===== src/rtl/irq_router_pkg.sv =====
package irq_router_pkg;
  localparam int VEC_W = 8;
  localparam logic [VEC_W-1:0] MIN_VEC = 8'h20;

  // strobes from the control FSM to the datapath
  typedef struct packed {
    logic clrPend;  // retire pending bit at clrIdx
    logic setErr;   // invalid vector dropped
    logic rotAdv;   // load rotation pointer with rotNew
  } ctrl_strb_t;
endpackage


===== src/rtl/irq_router_lpsel.sv =====
module irq_router_lpsel #(
  parameter int N_CORE = 4,
  parameter int TPR_W  = 4,
  parameter int ROT_W  = 2
) (
  input  logic [N_CORE-1:0]       destSet,
  input  logic [N_CORE*TPR_W-1:0] tprFlat,
  input  logic [ROT_W-1:0]        rotPtr,
  output logic [N_CORE-1:0]       pick,
  output logic [ROT_W-1:0]        pickIdx
);
  logic [TPR_W-1:0]  minVal;
  logic [N_CORE-1:0] tieSet;

  // lowest task priority among the destination cores
  always_comb begin
    minVal = '1;
    for (int c = 0; c < N_CORE; c++) begin
      if (destSet[c] && (tprFlat[c*TPR_W +: TPR_W] <= minVal)) begin
        minVal = tprFlat[c*TPR_W +: TPR_W];
      end
    end
    for (int c = 0; c < N_CORE; c++) begin
      tieSet[c] = destSet[c] && (tprFlat[c*TPR_W +: TPR_W] == minVal);
    end
  end

  // first tied core at or after the rotation pointer
  always_comb begin
    int  cIdx;
    logic found;
    pick    = '0;
    pickIdx = '0;
    found   = 1'b0;
    for (int k = 0; k < N_CORE; k++) begin
      cIdx = int'(rotPtr) + k;
      if (cIdx >= N_CORE) cIdx = cIdx - N_CORE;
      if (!found && tieSet[cIdx]) begin
        found         = 1'b1;
        pick[cIdx]    = 1'b1;
        pickIdx       = ROT_W'(cIdx);
      end
    end
  end
endmodule


===== src/rtl/irq_router_dp.sv =====
module irq_router_dp
  import irq_router_pkg::*;
#(
  parameter int N_IRQ  = 8,
  parameter int N_CORE = 4,
  parameter int TPR_W  = 4,
  parameter int PRIO_W = 4,
  parameter int CFG_W  = 18,
  parameter int ADDR_W = 4,
  parameter int IDX_W  = 3,
  parameter int ROT_W  = 2
) (
  input  logic                clk,
  input  logic                rstN,
  input  logic [N_IRQ-1:0]    irqIn,
  input  logic                cfgWe,
  input  logic [ADDR_W-1:0]   cfgAddr,
  input  logic [CFG_W-1:0]    cfgWdata,
  input  ctrl_strb_t          strb,
  input  logic [IDX_W-1:0]    clrIdx,
  input  logic [ROT_W-1:0]    rotNew,
  output logic                anyElig,
  output logic [IDX_W-1:0]    selIdx,
  output logic [VEC_W-1:0]    selVec,
  output logic [PRIO_W-1:0]   selPrio,
  output logic [N_CORE-1:0]   selDest,
  output logic                selDyn,
  output logic [N_CORE-1:0]   dynPick,
  output logic [ROT_W-1:0]    dynIdx,
  output logic                errFlag
);
  localparam int DEST_LSB = VEC_W + PRIO_W;
  localparam int MODE_BIT = DEST_LSB + N_CORE;
  localparam int MASK_BIT = MODE_BIT + 1;
  localparam int CLR_ADDR = N_IRQ + N_CORE;

  logic [VEC_W-1:0]  vecArr  [N_IRQ];
  logic [PRIO_W-1:0] prioArr [N_IRQ];
  logic [N_CORE-1:0] destArr [N_IRQ];
  logic [N_IRQ-1:0]  dynVec, maskVec;
  logic [N_CORE*TPR_W-1:0] tprFlat;

  logic [N_IRQ-1:0] pend, irqPrev, pendSet, pendClr, elig;
  logic [ROT_W-1:0] rotPtr;

  // redirection table, one register set per line
  for (genvar g = 0; g < N_IRQ; g++) begin : g_ent
    logic [VEC_W-1:0]  vecR;
    logic [PRIO_W-1:0] prioR;
    logic [N_CORE-1:0] destR;
    logic              dynR, maskR;
    always_ff @(posedge clk or negedge rstN) begin
      if (!rstN) begin
        vecR  <= '0;
        prioR <= '0;
        destR <= '0;
        dynR  <= 1'b0;
        maskR <= 1'b1;
      end else if (cfgWe && cfgAddr == ADDR_W'(g)) begin
        vecR  <= cfgWdata[VEC_W-1:0];
        prioR <= cfgWdata[VEC_W +: PRIO_W];
        destR <= cfgWdata[DEST_LSB +: N_CORE];
        dynR  <= cfgWdata[MODE_BIT];
        maskR <= cfgWdata[MASK_BIT];
      end
    end
    assign vecArr[g]  = vecR;
    assign prioArr[g] = prioR;
    assign destArr[g] = destR;
    assign dynVec[g]  = dynR;
    assign maskVec[g] = maskR;
    assign elig[g]    = pend[g] && !maskR && (|destR);
  end

  // per-core task priority registers
  for (genvar c = 0; c < N_CORE; c++) begin : g_tpr
    logic [TPR_W-1:0] tprR;
    always_ff @(posedge clk or negedge rstN) begin
      if (!rstN) tprR <= '0;
      else if (cfgWe && cfgAddr == ADDR_W'(N_IRQ + c)) tprR <= cfgWdata[TPR_W-1:0];
    end
    assign tprFlat[c*TPR_W +: TPR_W] = tprR;
  end

  // pending latch: new edge wins over a retire in the same cycle
  assign pendSet = irqIn & ~irqPrev & ~maskVec;
  assign pendClr = strb.clrPend ? (N_IRQ'(1) << clrIdx) : '0;

  always_ff @(posedge clk or negedge rstN) begin
    if (!rstN) begin
      pend    <= '0;
      irqPrev <= '0;
      errFlag <= 1'b0;
      rotPtr  <= '0;
    end else begin
      irqPrev <= irqIn;
      pend    <= (pend & ~pendClr) | pendSet;
      if (strb.setErr) errFlag <= 1'b1;
      else if (cfgWe && cfgAddr == ADDR_W'(CLR_ADDR)) errFlag <= 1'b0;
      if (strb.rotAdv) rotPtr <= rotNew;
    end
  end

  // fixed-order scan, lowest index wins
  always_comb begin
    anyElig = 1'b0;
    selIdx  = '0;
    for (int i = N_IRQ - 1; i >= 0; i--) begin
      if (elig[i]) begin
        anyElig = 1'b1;
        selIdx  = IDX_W'(i);
      end
    end
  end

  assign selVec  = vecArr[selIdx];
  assign selPrio = prioArr[selIdx];
  assign selDest = destArr[selIdx];
  assign selDyn  = dynVec[selIdx];

  irq_router_lpsel #(.N_CORE(N_CORE), .TPR_W(TPR_W), .ROT_W(ROT_W)) u_lpsel (
    .destSet (selDest),
    .tprFlat (tprFlat),
    .rotPtr  (rotPtr),
    .pick    (dynPick),
    .pickIdx (dynIdx)
  );

  // flag persists until an explicit clear write
  a_r8_err_sticky: assert property (@(posedge clk) disable iff (!rstN)
    (errFlag && !(cfgWe && cfgAddr == ADDR_W'(CLR_ADDR))) |=> errFlag);

  // dynamic pick is a single core inside the destination set
  a_r3_pick_in_dest: assert property (@(posedge clk) disable iff (!rstN)
    (anyElig && selDyn) |-> ($onehot(dynPick) && ((dynPick & ~selDest) == '0)));

  // a masked idle line never becomes pending
  for (genvar g = 0; g < N_IRQ; g++) begin : g_mchk
    a_r7_mask_blocks: assert property (@(posedge clk) disable iff (!rstN)
      (!pend[g] && maskVec[g]) |=> !pend[g]);
  end
endmodule


===== src/rtl/irq_router_ctrl.sv =====
module irq_router_ctrl
  import irq_router_pkg::*;
#(
  parameter int N_CORE = 4,
  parameter int PRIO_W = 4,
  parameter int IDX_W  = 3,
  parameter int ROT_W  = 2
) (
  input  logic                clk,
  input  logic                rstN,
  input  logic                anyElig,
  input  logic [IDX_W-1:0]    selIdx,
  input  logic [VEC_W-1:0]    selVec,
  input  logic [PRIO_W-1:0]   selPrio,
  input  logic [N_CORE-1:0]   selDest,
  input  logic                selDyn,
  input  logic [N_CORE-1:0]   dynPick,
  input  logic [ROT_W-1:0]    dynIdx,
  input  logic [N_CORE-1:0]   intAck,
  output ctrl_strb_t          strb,
  output logic [IDX_W-1:0]    clrIdx,
  output logic [ROT_W-1:0]    rotNew,
  output logic [N_CORE-1:0]   intReq,
  output logic [VEC_W-1:0]    intVec,
  output logic [PRIO_W-1:0]   intPrio
);
  logic              busy;
  logic [N_CORE-1:0] remaining;
  logic [IDX_W-1:0]  curIdx;
  logic [VEC_W-1:0]  curVec;
  logic [PRIO_W-1:0] curPrio;
  logic              curDyn;
  logic [ROT_W-1:0]  curCore;

  logic badVec, dropNow, launch, lastAck;

  assign badVec  = selVec < MIN_VEC;
  assign dropNow = !busy && anyElig && badVec;
  assign launch  = !busy && anyElig && !badVec;
  assign lastAck = busy && ((remaining & ~intAck) == '0);

  always_comb begin
    strb.clrPend = lastAck || dropNow;
    strb.setErr  = dropNow;
    strb.rotAdv  = lastAck && curDyn;
    clrIdx       = busy ? curIdx : selIdx;
    rotNew       = (curCore == ROT_W'(N_CORE - 1)) ? '0 : curCore + 1'b1;
  end

  always_ff @(posedge clk or negedge rstN) begin
    if (!rstN) begin
      busy      <= 1'b0;
      remaining <= '0;
      curIdx    <= '0;
      curVec    <= '0;
      curPrio   <= '0;
      curDyn    <= 1'b0;
      curCore   <= '0;
    end else if (launch) begin
      busy      <= 1'b1;
      remaining <= selDyn ? dynPick : selDest;
      curIdx    <= selIdx;
      curVec    <= selVec;
      curPrio   <= selPrio;
      curDyn    <= selDyn;
      curCore   <= dynIdx;
    end else if (busy) begin
      remaining <= remaining & ~intAck;
      if (lastAck) begin
        busy    <= 1'b0;
        curVec  <= '0;
        curPrio <= '0;
      end
    end
  end

  assign intReq  = remaining;
  assign intVec  = curVec;
  assign intPrio = curPrio;

  // nothing below the external range is ever presented
  a_r8_vec_valid: assert property (@(posedge clk) disable iff (!rstN)
    (intReq != '0) |-> (intVec >= MIN_VEC));

  // a dynamic delivery targets exactly one core
  a_r3_dyn_single: assert property (@(posedge clk) disable iff (!rstN)
    (busy && curDyn) |-> $onehot(intReq));

  // no target is added while a delivery is in progress
  a_r5_no_new_targets: assert property (@(posedge clk) disable iff (!rstN)
    busy |=> ((intReq & ~$past(intReq)) == '0));

  // without an acknowledge the presented delivery is frozen
  a_r10_hold: assert property (@(posedge clk) disable iff (!rstN)
    (busy && ((remaining & intAck) == '0)) |=>
      (busy && $stable(intVec) && $stable(intReq) && $stable(intPrio)));
endmodule


===== src/rtl/irq_router.sv =====
module irq_router
  import irq_router_pkg::*;
#(
  parameter int N_IRQ  = 8,
  parameter int N_CORE = 4,
  parameter int TPR_W  = 4,
  parameter int PRIO_W = 4,
  localparam int CFG_W  = VEC_W + PRIO_W + N_CORE + 2,
  localparam int ADDR_W = $clog2(N_IRQ + N_CORE + 1)
) (
  input  logic               clk,
  input  logic               rstN,
  input  logic [N_IRQ-1:0]   irqIn,
  input  logic               cfgWe,
  input  logic [ADDR_W-1:0]  cfgAddr,
  input  logic [CFG_W-1:0]   cfgWdata,
  input  logic [N_CORE-1:0]  intAck,
  output logic [N_CORE-1:0]  intReq,
  output logic [VEC_W-1:0]   intVec,
  output logic [PRIO_W-1:0]  intPrio,
  output logic               errFlag
);
  localparam int IDX_W = (N_IRQ > 1) ? $clog2(N_IRQ) : 1;
  localparam int ROT_W = (N_CORE > 1) ? $clog2(N_CORE) : 1;

  ctrl_strb_t        strb;
  logic [IDX_W-1:0]  clrIdx, selIdx;
  logic [ROT_W-1:0]  rotNew, dynIdx;
  logic              anyElig, selDyn;
  logic [VEC_W-1:0]  selVec;
  logic [PRIO_W-1:0] selPrio;
  logic [N_CORE-1:0] selDest, dynPick;

  irq_router_dp #(
    .N_IRQ(N_IRQ), .N_CORE(N_CORE), .TPR_W(TPR_W), .PRIO_W(PRIO_W),
    .CFG_W(CFG_W), .ADDR_W(ADDR_W), .IDX_W(IDX_W), .ROT_W(ROT_W)
  ) u_dp (
    .clk(clk), .rstN(rstN), .irqIn(irqIn),
    .cfgWe(cfgWe), .cfgAddr(cfgAddr), .cfgWdata(cfgWdata),
    .strb(strb), .clrIdx(clrIdx), .rotNew(rotNew),
    .anyElig(anyElig), .selIdx(selIdx), .selVec(selVec), .selPrio(selPrio),
    .selDest(selDest), .selDyn(selDyn), .dynPick(dynPick), .dynIdx(dynIdx),
    .errFlag(errFlag)
  );

  irq_router_ctrl #(
    .N_CORE(N_CORE), .PRIO_W(PRIO_W), .IDX_W(IDX_W), .ROT_W(ROT_W)
  ) u_ctrl (
    .clk(clk), .rstN(rstN),
    .anyElig(anyElig), .selIdx(selIdx), .selVec(selVec), .selPrio(selPrio),
    .selDest(selDest), .selDyn(selDyn), .dynPick(dynPick), .dynIdx(dynIdx),
    .intAck(intAck), .strb(strb), .clrIdx(clrIdx), .rotNew(rotNew),
    .intReq(intReq), .intVec(intVec), .intPrio(intPrio)
  );
endmodule


===== config.mk =====
export PLATFORM = sky130hd
export DESIGN_NAME = irq_router
export DESIGN_NICKNAME = d
export VERILOG_FILES = /design/src/rtl/irq_router_pkg.sv /design/src/rtl/irq_router_lpsel.sv /design/src/rtl/irq_router_dp.sv /design/src/rtl/irq_router_ctrl.sv /design/src/rtl/irq_router.sv
export SDC_FILE = /design/constraint.sdc
export NUM_CORES = 1
export LEC_CHECK = 0
export BUFFER_PORTS_ARGS = -buffer_cell sky130_fd_sc_hd__clkbuf_2
export CAP_MARGIN = 30
export CELL_PAD_IN_SITES_DETAIL_PLACEMENT = 1
export CELL_PAD_IN_SITES_GLOBAL_PLACEMENT = 1
export CORE_MARGIN = 8
export CORE_UTILIZATION = 45
export CTS_CLUSTER_SIZE = 14
export DETAILED_ROUTE_END_ITERATION = 12
export GPL_TIMING_DRIVEN = 0
export PLACE_DENSITY_LB_ADDON = 0.25
export SLEW_MARGIN = 10
export SYNTH_ARGS = -nofsm -noshare
export SYNTH_HDL_FRONTEND = slang
export SYNTH_HIERARCHICAL = 1
export SYNTH_SLANG_ARGS = --single-unit

===== constraint.sdc =====
create_clock -name clk -period 8.7 [get_ports clk]
set_input_delay 1.74 -clock clk [delete_from_list [all_inputs] [get_ports clk]]
set_output_delay 1.74 -clock clk [all_outputs]
set_load 0.01 [all_outputs]

==> results of run 1 <==
==> routing by layer <==
metal  up-vias  global-route usage [%]  part of all wire [%]
met5         -                       0                     0
met4         0                    6.56                   2.8
met3        63                    3.31                   5.0
met2       240                    37.7                    48
met1      4510                    30.6                    44
li1       3913                       -                     -
==> cells by family (layout without fill, tap and decap cells) <==
| kind of cell | Yosys count | after routing | synth area share [%] |
|---|---|---|---|
| flops | 202 | 202 | 46.2 |
| buf+inv | 83 | 233 | 3.42 |
| xor+xnor | 28 | 28 | 2.31 |
| compound gates | 199 | 199 | 13.5 |
| fa+ha+maj | 18 | 18 | 2.05 |
| mux | 181 | 181 | 18.5 |
| simple gates | 278 | 278 | 14.0 |
==> state kept, by name, indices dropped and copies added (netlist names), 8 cells and up <==
signal,flops
u_dp/g_ent.maskR,8
u_dp/g_tpr.tprR,16
u_dp/g_ent.prioR,32
u_dp/g_ent.destR,32
u_dp/irqPrev,8
u_dp/g_ent.vecR,64
u_dp/pend,8
u_ctrl/intVec,8
u_dp/g_ent.dynR,8
==> worst register-to-register path, delay by kind of cell, from the launching register on <==
family,cells,cell delay (ns)
AO/OA/AOI/OAI,16,4.12
adder cells (fa/ha/maj),2,0.73
buffers and inverters,8,1.31
multiplexers,2,0.22
flip-flops,1,0.40
AND/OR/NAND/NOR,9,1.83
==> worst max-delay path by stage <==
stage	start	endpoint	slack, ns	cells after the start
floorplan	u_dp/g_ent[4].destR[1]	u_ctrl/intReq[0]	0.12	36
global placement	u_dp/g_ent[4].destR[1]	u_ctrl/intReq[1]	-2.56	37
detailed placement	u_dp/g_ent[4].destR[1]	u_ctrl/intReq[3]	-2.02	38
CTS	u_dp/g_ent[4].destR[1]	u_ctrl/intReq[2]	0.02	36
global route	u_dp/g_ent[4].destR[3]	u_ctrl/intReq[0]	-0.30	37
finish	u_dp/g_ent[4].destR[3]	u_ctrl/intReq[0]	-0.002	37
==> synthesized netlist by cell type (12+ instances only) <==
master	number	area share, %
inv_1	20	0.68
o21ai_0	44	2.0
nor3_1	14	0.64
clkbuf_1	43	1.5
a21oi_1	18	0.82
a2bb2oi_1	15	1.2
xor2_1	17	1.4
mux2i_1	12	1.1
ha_1	18	2.1
nor3b_1	47	3.2
nor4_1	23	1.3
nor2_1	46	1.6
mux2_2	168	17
dfrtp_1	194	44
nand2b_1	25	1.4
a211oi_1	45	3.1
nand2_1	65	2.2
==> through the flow <==
stage                     utilization (%)  instance area [um^2]  hold slack, ns  setup TNS (ns)  total power [W]
final                                55.3                 13300           0.439        -0.00239          0.00636
after CTS                            53.3                 12800           0.440               0          0.00571
after detailed placement             48.6                 11700           0.430          -11.12          0.00428
after floorplan                         -                 11000           0.409               0          0.00342
after global placement               48.3                 11600           0.427          -14.30          0.00422
after global routing                 55.3                 13300           0.457           -1.42          0.00668
==> power by group through the flow <==
stage	registers, W	clock network (W)	logic (W)
2_1_floorplan	0.00134	0	0.00208
3_3_place_gp	0.00137	0	0.00285
3_5_place_dp	0.00138	0	0.00290
4_1_cts	0.00137	0.000980	0.00336
5_1_grt	0.00141	0.00102	0.00425
6_report	0.00138	0.000961	0.00402
==> layout make-up <==
type / instances / area, um^2
Timing Repair Buffer: 110 / 747
Clock inverter: 7 / 38.8
Tap cell: 324 / 405
Buffer: 61 / 333
Inverter: 21 / 85.1
Clock buffer: 34 / 719
Fill cell: 2606 / 10800
Multi-Input combinational cell: 704 / 5950
Sequential cell: 202 / 5060
==> repair_timing <==
item                       CTS  global route
setup endpoints to repair    6             5
pin swaps                   16            35
hold buffers                 0             0
setup buffers               16            35
resized for setup           49            53
cloned                       0             0
==> impl_metrics.env, run 1 <==
export IMPL_worst_slack_ns=-0.00239
export IMPL_cp_data_arrival_time_ns=9.10
export IMPL_insertion_delay_ns=0.52
export IMPL_r2r_cells=37
export IMPL_min_from="u_dp/irqPrev[4]"
export IMPL_relSlewSlack_pct=24.6
export IMPL_dieArea_um2=29600
export IMPL_grt_max_degree=93
export IMPL_cts_root_buffer="clkbuf_16"
export IMPL_critPathTopFamily="compound AO/OA/AOI/OAI gates"
export IMPL_fp_dieW_um=172
export IMPL_area_growth_pct=21.7
export IMPL_dp_cells=1371
export IMPL_status="finished, violations left"
export IMPL_path_buf_inv=8
export IMPL_htree_levels=1
export IMPL_pin_count=54
export IMPL_final_common_cell="dfrtp_1"
export IMPL_worstReg2RegEnd="u_ctrl/intReq[0]"
export IMPL_drtAntennaViolNets=0
export IMPL_min_period_ns=8.70
export IMPL_fin_worst_skew_ns=0.0223
export IMPL_max_stage_delay_ns=0.57
export IMPL_drive_above_1_share_pct=36.0
export IMPL_finalNonFillerCells=1463
export IMPL_finalNetCount=1179
export IMPL_seq_power_share_pct=21.6
export IMPL_via_per_inst=5.96
export IMPL_core_um2=24100
export IMPL_port_buffers=53
export IMPL_antenna_found_initial=0
export IMPL_maxSlewViolCount=0
export IMPL_r2r_slack_ns=-0.002
export IMPL_drt_initial_drc_count=487
export IMPL_worstSetupPathType="reg2reg"
export IMPL_p_int_w=0.00349
export IMPL_power_leakage_nw=5.65
export IMPL_worstPathMaxFanout=8
export IMPL_tightestPinTransition_ns=1.12
export IMPL_violations="setup timing"
export IMPL_totalWireLength_um=35100
export IMPL_sw_frac_of_total_pct=45.1
export IMPL_vias=8726
export IMPL_min_to="u_dp/pend[4]"
export IMPL_r2r_start="u_dp/g_ent[4].destR[3]"
export IMPL_critical_path_slowest_cell="or4_4"
export IMPL_gp_congestion=0.869
export IMPL_critPathLaunchType="flop"
export IMPL_cap_viol_max_count=0
export IMPL_ctsLongestPathBuffers=3
export IMPL_ir_drop_mv=0.249
export IMPL_timing_fmax_mhz=115
export IMPL_die_h_um=172
export IMPL_hold_depth=1
export IMPL_p_switching_w=0.00287
export IMPL_drcViolationCount=0
export IMPL_final_cell_mix="dfrtp_1, mux2_2, nand2_1"
export IMPL_netlist_cell_type_count=79
export IMPL_p_clk_share_pct=15.1
export IMPL_numCtsBuffers=24
export IMPL_finalSetupViolCount=1
export IMPL_ys_async_sr_fraction_pct=100
export IMPL_syn_nets=1044
export IMPL_path_clk_slew_ns=0.06
export IMPL_synth_warnings=6
export IMPL_synth_seq_cells=202
export IMPL_wl_per_cell_um=24.0
export IMPL_hpwl_um=22700
export IMPL_grt_use_total_pct=22.8
export IMPL_worstPathRequired_ns=9.10
export IMPL_diodes=0
export IMPL_grt_overflow=0
export IMPL_hold_viol_final=0
export IMPL_synth_edff_count=0
export IMPL_holdCritPathClass="reg2reg"
export IMPL_yosysSeqAreaShare_pct=46.2
export IMPL_netlist_area_um2=11000
export IMPL_cts_sinks=202
export IMPL_grt_pass1_vias=9127
export IMPL_synth_area_per_cell_um2=11.1
export IMPL_first_pass_iters=5
export IMPL_p_comb_share_pct=63.2
export IMPL_powerDensity_nw_per_um2=476
export IMPL_fp_row_count=57
export IMPL_grt_pass1_wl_um=52600
export IMPL_synthFlopType="dfrtp_1"
export IMPL_synthCells=989
export IMPL_finalCritPeriodShare_pct=100
export IMPL_cts_tree="done"
export IMPL_dp_slack_ns=-2.02
export IMPL_start_util_pct=45.5
export IMPL_cp_end_kind="flop"
No activity file was read; power rests on OpenSTA's default activity.
==> run 2: changes to the inputs <==
--- a/config.mk
+++ b/config.mk
@@ -5,12 +5,13 @@
 export SDC_FILE = /design/constraint.sdc
 export NUM_CORES = 1
 export LEC_CHECK = 0
+export ABC_AREA = 1
 export BUFFER_PORTS_ARGS = -buffer_cell sky130_fd_sc_hd__clkbuf_2
 export CAP_MARGIN = 30
 export CELL_PAD_IN_SITES_DETAIL_PLACEMENT = 1
 export CELL_PAD_IN_SITES_GLOBAL_PLACEMENT = 1
 export CORE_MARGIN = 8
-export CORE_UTILIZATION = 45
+export CORE_UTILIZATION = 41
 export CTS_CLUSTER_SIZE = 14
 export DETAILED_ROUTE_END_ITERATION = 12
 export GPL_TIMING_DRIVEN = 0
==> impl_metrics.env, run 2 <==
export IMPL_netlist_top_cells_area="dfrtp_1, nand2_1, nand3_1"
export IMPL_critPathLaunchType="flop"
export IMPL_crit_cells=53
export IMPL_largest_register="u_dp/g_ent.vecR"
export IMPL_finalNetCount=1647
export IMPL_core_um2=26800
export IMPL_ctsLongestPathBuffers=3
export IMPL_critical_path_slowest_cell="clkbuf_1"
export IMPL_powerDensity_nw_per_um2=460
export IMPL_finalNonFillerCells=1950
export IMPL_diodes=0
export IMPL_fp_row_count=60
export IMPL_synthTopCellsByCount="nand2_1, nand3_1, inv_1, dfrtp_1, o21ai_0"
export IMPL_grt_max_degree=72
export IMPL_fp_dieW_um=181
export IMPL_drtAntennaViolNets=0
export IMPL_cts_root_buffer="clkbuf_16"
export IMPL_htree_levels=1
export IMPL_timing_fmax_mhz=126
export IMPL_synth_warnings=6
export IMPL_yosysSeqAreaShare_pct=45.6
export IMPL_cp_data_arrival_time_ns=8.34
export IMPL_netlist_area_um2=11100
export IMPL_regArea_um2=5060
export IMPL_antenna_found_initial=0
export IMPL_largest_reg_flops=64
export IMPL_area_growth_pct=13.9
export IMPL_cap_viol_max_count=0
export IMPL_r2r_start="u_dp/g_ent[0].destR[2]"
export IMPL_cts_tree="done"
export IMPL_max_stage_delay_ns=0.53
export IMPL_hold_viol_final=0
export IMPL_drt_initial_drc_count=545
export IMPL_finalCritPeriodShare_pct=91.4
export IMPL_relSlewSlack_pct=47.9
export IMPL_start_util_pct=41.5
export IMPL_synth_edff_count=0
export IMPL_biggestRegsByFlops="u_dp/g_ent.vecR x64, u_dp/g_ent.destR x32, u_dp/g_ent.prioR x32"
export IMPL_vias=10118
export IMPL_multiInputGateArea_um2=4870
export IMPL_grt_use_total_pct=21.9
export IMPL_synthFlopType="dfrtp_1"
export IMPL_insertion_delay_ns=0.52
export IMPL_dp_cells=1906
export IMPL_ys_async_sr_fraction_pct=100
export IMPL_synth_top_area_share_pct=43.7
export IMPL_crit_start="u_dp/g_ent[0].destR[2]"
export IMPL_post_cts_buffers=0
export IMPL_synthCells=1511
export IMPL_via_per_inst=5.19
export IMPL_final_common_cell="nand2_1"
export IMPL_numCtsBuffers=25
export IMPL_synth_area_per_cell_um2=7.35
export IMPL_cp_end_kind="flop"
export IMPL_path_common_cell="nand2_1"
export IMPL_fin_setup_tns_ns=0
export IMPL_synth_seq_cells=202
export IMPL_dieArea_um2=32600
export IMPL_cts_sinks=202
export IMPL_ir_drop_mv=0.167
export IMPL_port_buffers=52
export IMPL_worstSetupPathType="reg2reg"
export IMPL_grt_overflow=0
export IMPL_hpwl_um=27300
export IMPL_dp_slack_ns=0.768
export IMPL_tightestPinTransition_ns=0.782
export IMPL_totalWireLength_um=35600
export IMPL_power_leakage_nw=6.67
export IMPL_worstPathMaxFanout=10
export IMPL_gp_congestion=0.893
export IMPL_crit_end="u_ctrl/intReq[0]"
export IMPL_worstReg2RegEnd="u_ctrl/intReq[0]"
export IMPL_yosysMostFrequentCell="nand2_1"
export IMPL_final_cell_mix="nand2_1, nand3_1, inv_1"
export IMPL_syn_nets=1566
export IMPL_power_w=0.00582
export IMPL_path_clk_slew_ns=0.06
export IMPL_fillers=3387
export IMPL_drcViolationCount=0
export IMPL_r2r_slack_ns=0.75
export IMPL_holdBufCountCts=0
export IMPL_fin_worst_skew_ns=0.0197
export IMPL_first_pass_iters=5
export IMPL_maxSlewViolCount=0
export IMPL_holdCritPathClass="reg2reg"
export IMPL_grt_pass1_vias=10765
export IMPL_worstPathRequired_ns=9.09
export IMPL_wl_per_cell_um=18.3
export IMPL_worst_slack_ns=0.748
export IMPL_finalSetupViolCount=0
export IMPL_r2r_cells=53
export IMPL_min_period_ns=7.95
export IMPL_path_buf_inv=11
export IMPL_die_h_um=181
export IMPL_drive_above_1_share_pct=11.5
export IMPL_pin_count=54
export IMPL_critPathTopFamily="simple AND/OR/NAND/NOR gates"
export IMPL_grt_pass1_wl_um=58100
export IMPL_synth_largest_area_cell="dfrtp_1"
export IMPL_netlist_cell_type_count=40
export IMPL_rsz0062_at_grt="false"
export IMPL_ctsResizeCount=0
export IMPL_status="finished clean"
run 2: cells by family after synthesis:
| logic type | synth area share (%) |
|---|---|
| and+or+nand+nor | 32.1 |
| buffers and inverters | 10.6 |
| DFF | 45.6 |
| AOI/OAI and AO/OA | 9.49 |
| adders and majority gates | 2.03 |
| muxes | 0.203 |
run 2: final cells by class:
| class | count | share of cell area, % |
|---|---|---|
| Inverter | 219 | 6.50 |
| Buffer | 69 | 2.80 |
| Sequential cell | 202 | 40.0 |
| Timing Repair Buffer | 54 | 2.56 |
| Multi-Input combinational cell | 1021 | 38.5 |
| Clock inverter | 4 | 0.405 |
| Clock buffer | 40 | 5.86 |
| Tap cell | 341 | 3.37 |
run 2: how the worst min path moves through the flow:
| stage | cells past startpoint | slack, ns | from | to |
|---|---|---|---|---|
| 2_1_floorplan | 1 | 0.40 | u_dp/irqPrev[0] | u_dp/pend[0] |
| 3_3_place_gp | 1 | 0.41 | u_dp/irqPrev[6] | u_dp/pend[6] |
| 3_5_place_dp | 1 | 0.41 | u_dp/irqPrev[6] | u_dp/pend[6] |
| 4_1_cts | 1 | 0.42 | u_dp/irqPrev[5] | u_dp/pend[5] |
| 5_1_grt | 1 | 0.43 | u_dp/irqPrev[5] | u_dp/pend[5] |
| 6_report | 1 | 0.42 | u_dp/irqPrev[5] | u_dp/pend[5] |
run 2: per-stage QoR:
| step | utilization (%) | hold slack, ns | instance area, um^2 |
|---|---|---|---|
| 2_1_floorplan | - | 0.399 | 11100 |
| 3_3_place_gp | 44.0 | 0.405 | 11800 |
| 3_5_place_dp | 44.3 | 0.411 | 11900 |
| 4_1_cts | 47.2 | 0.422 | 12700 |
| 5_1_grt | 47.2 | 0.432 | 12700 |
| 6_report | 47.2 | 0.418 | 12700 |
run 2: per-layer routing:
metal | vias up | track usage, % | routed length, um
li1 | 4963 | - | -
met1 | 4940 | 29.2 | 16600
met2 | 161 | 37.9 | 17200
met3 | 54 | 2.10 | 1110
met4 | 0 | 5.29 | 708
met5 | - | 0 | 0
run 2: worst register-to-register path, delay by kind of cell (launching register included):
kind / cells / cell delay, ns
DFF: 1 / 0.38
adders and majority gates: 3 / 0.89
buffers and inverters: 11 / 1.86
AOI/OAI and AO/OA: 6 / 0.81
and+or+nand+nor: 33 / 3.83
run 2: report_power, final:
group / switching (W) / internal, W / total [W]
Clock: 0.000401 / 0.000610 / 0.00101
Sequential: 0.000149 / 0.00117 / 0.00132
Combinational: 0.00239 / 0.00110 / 0.00349
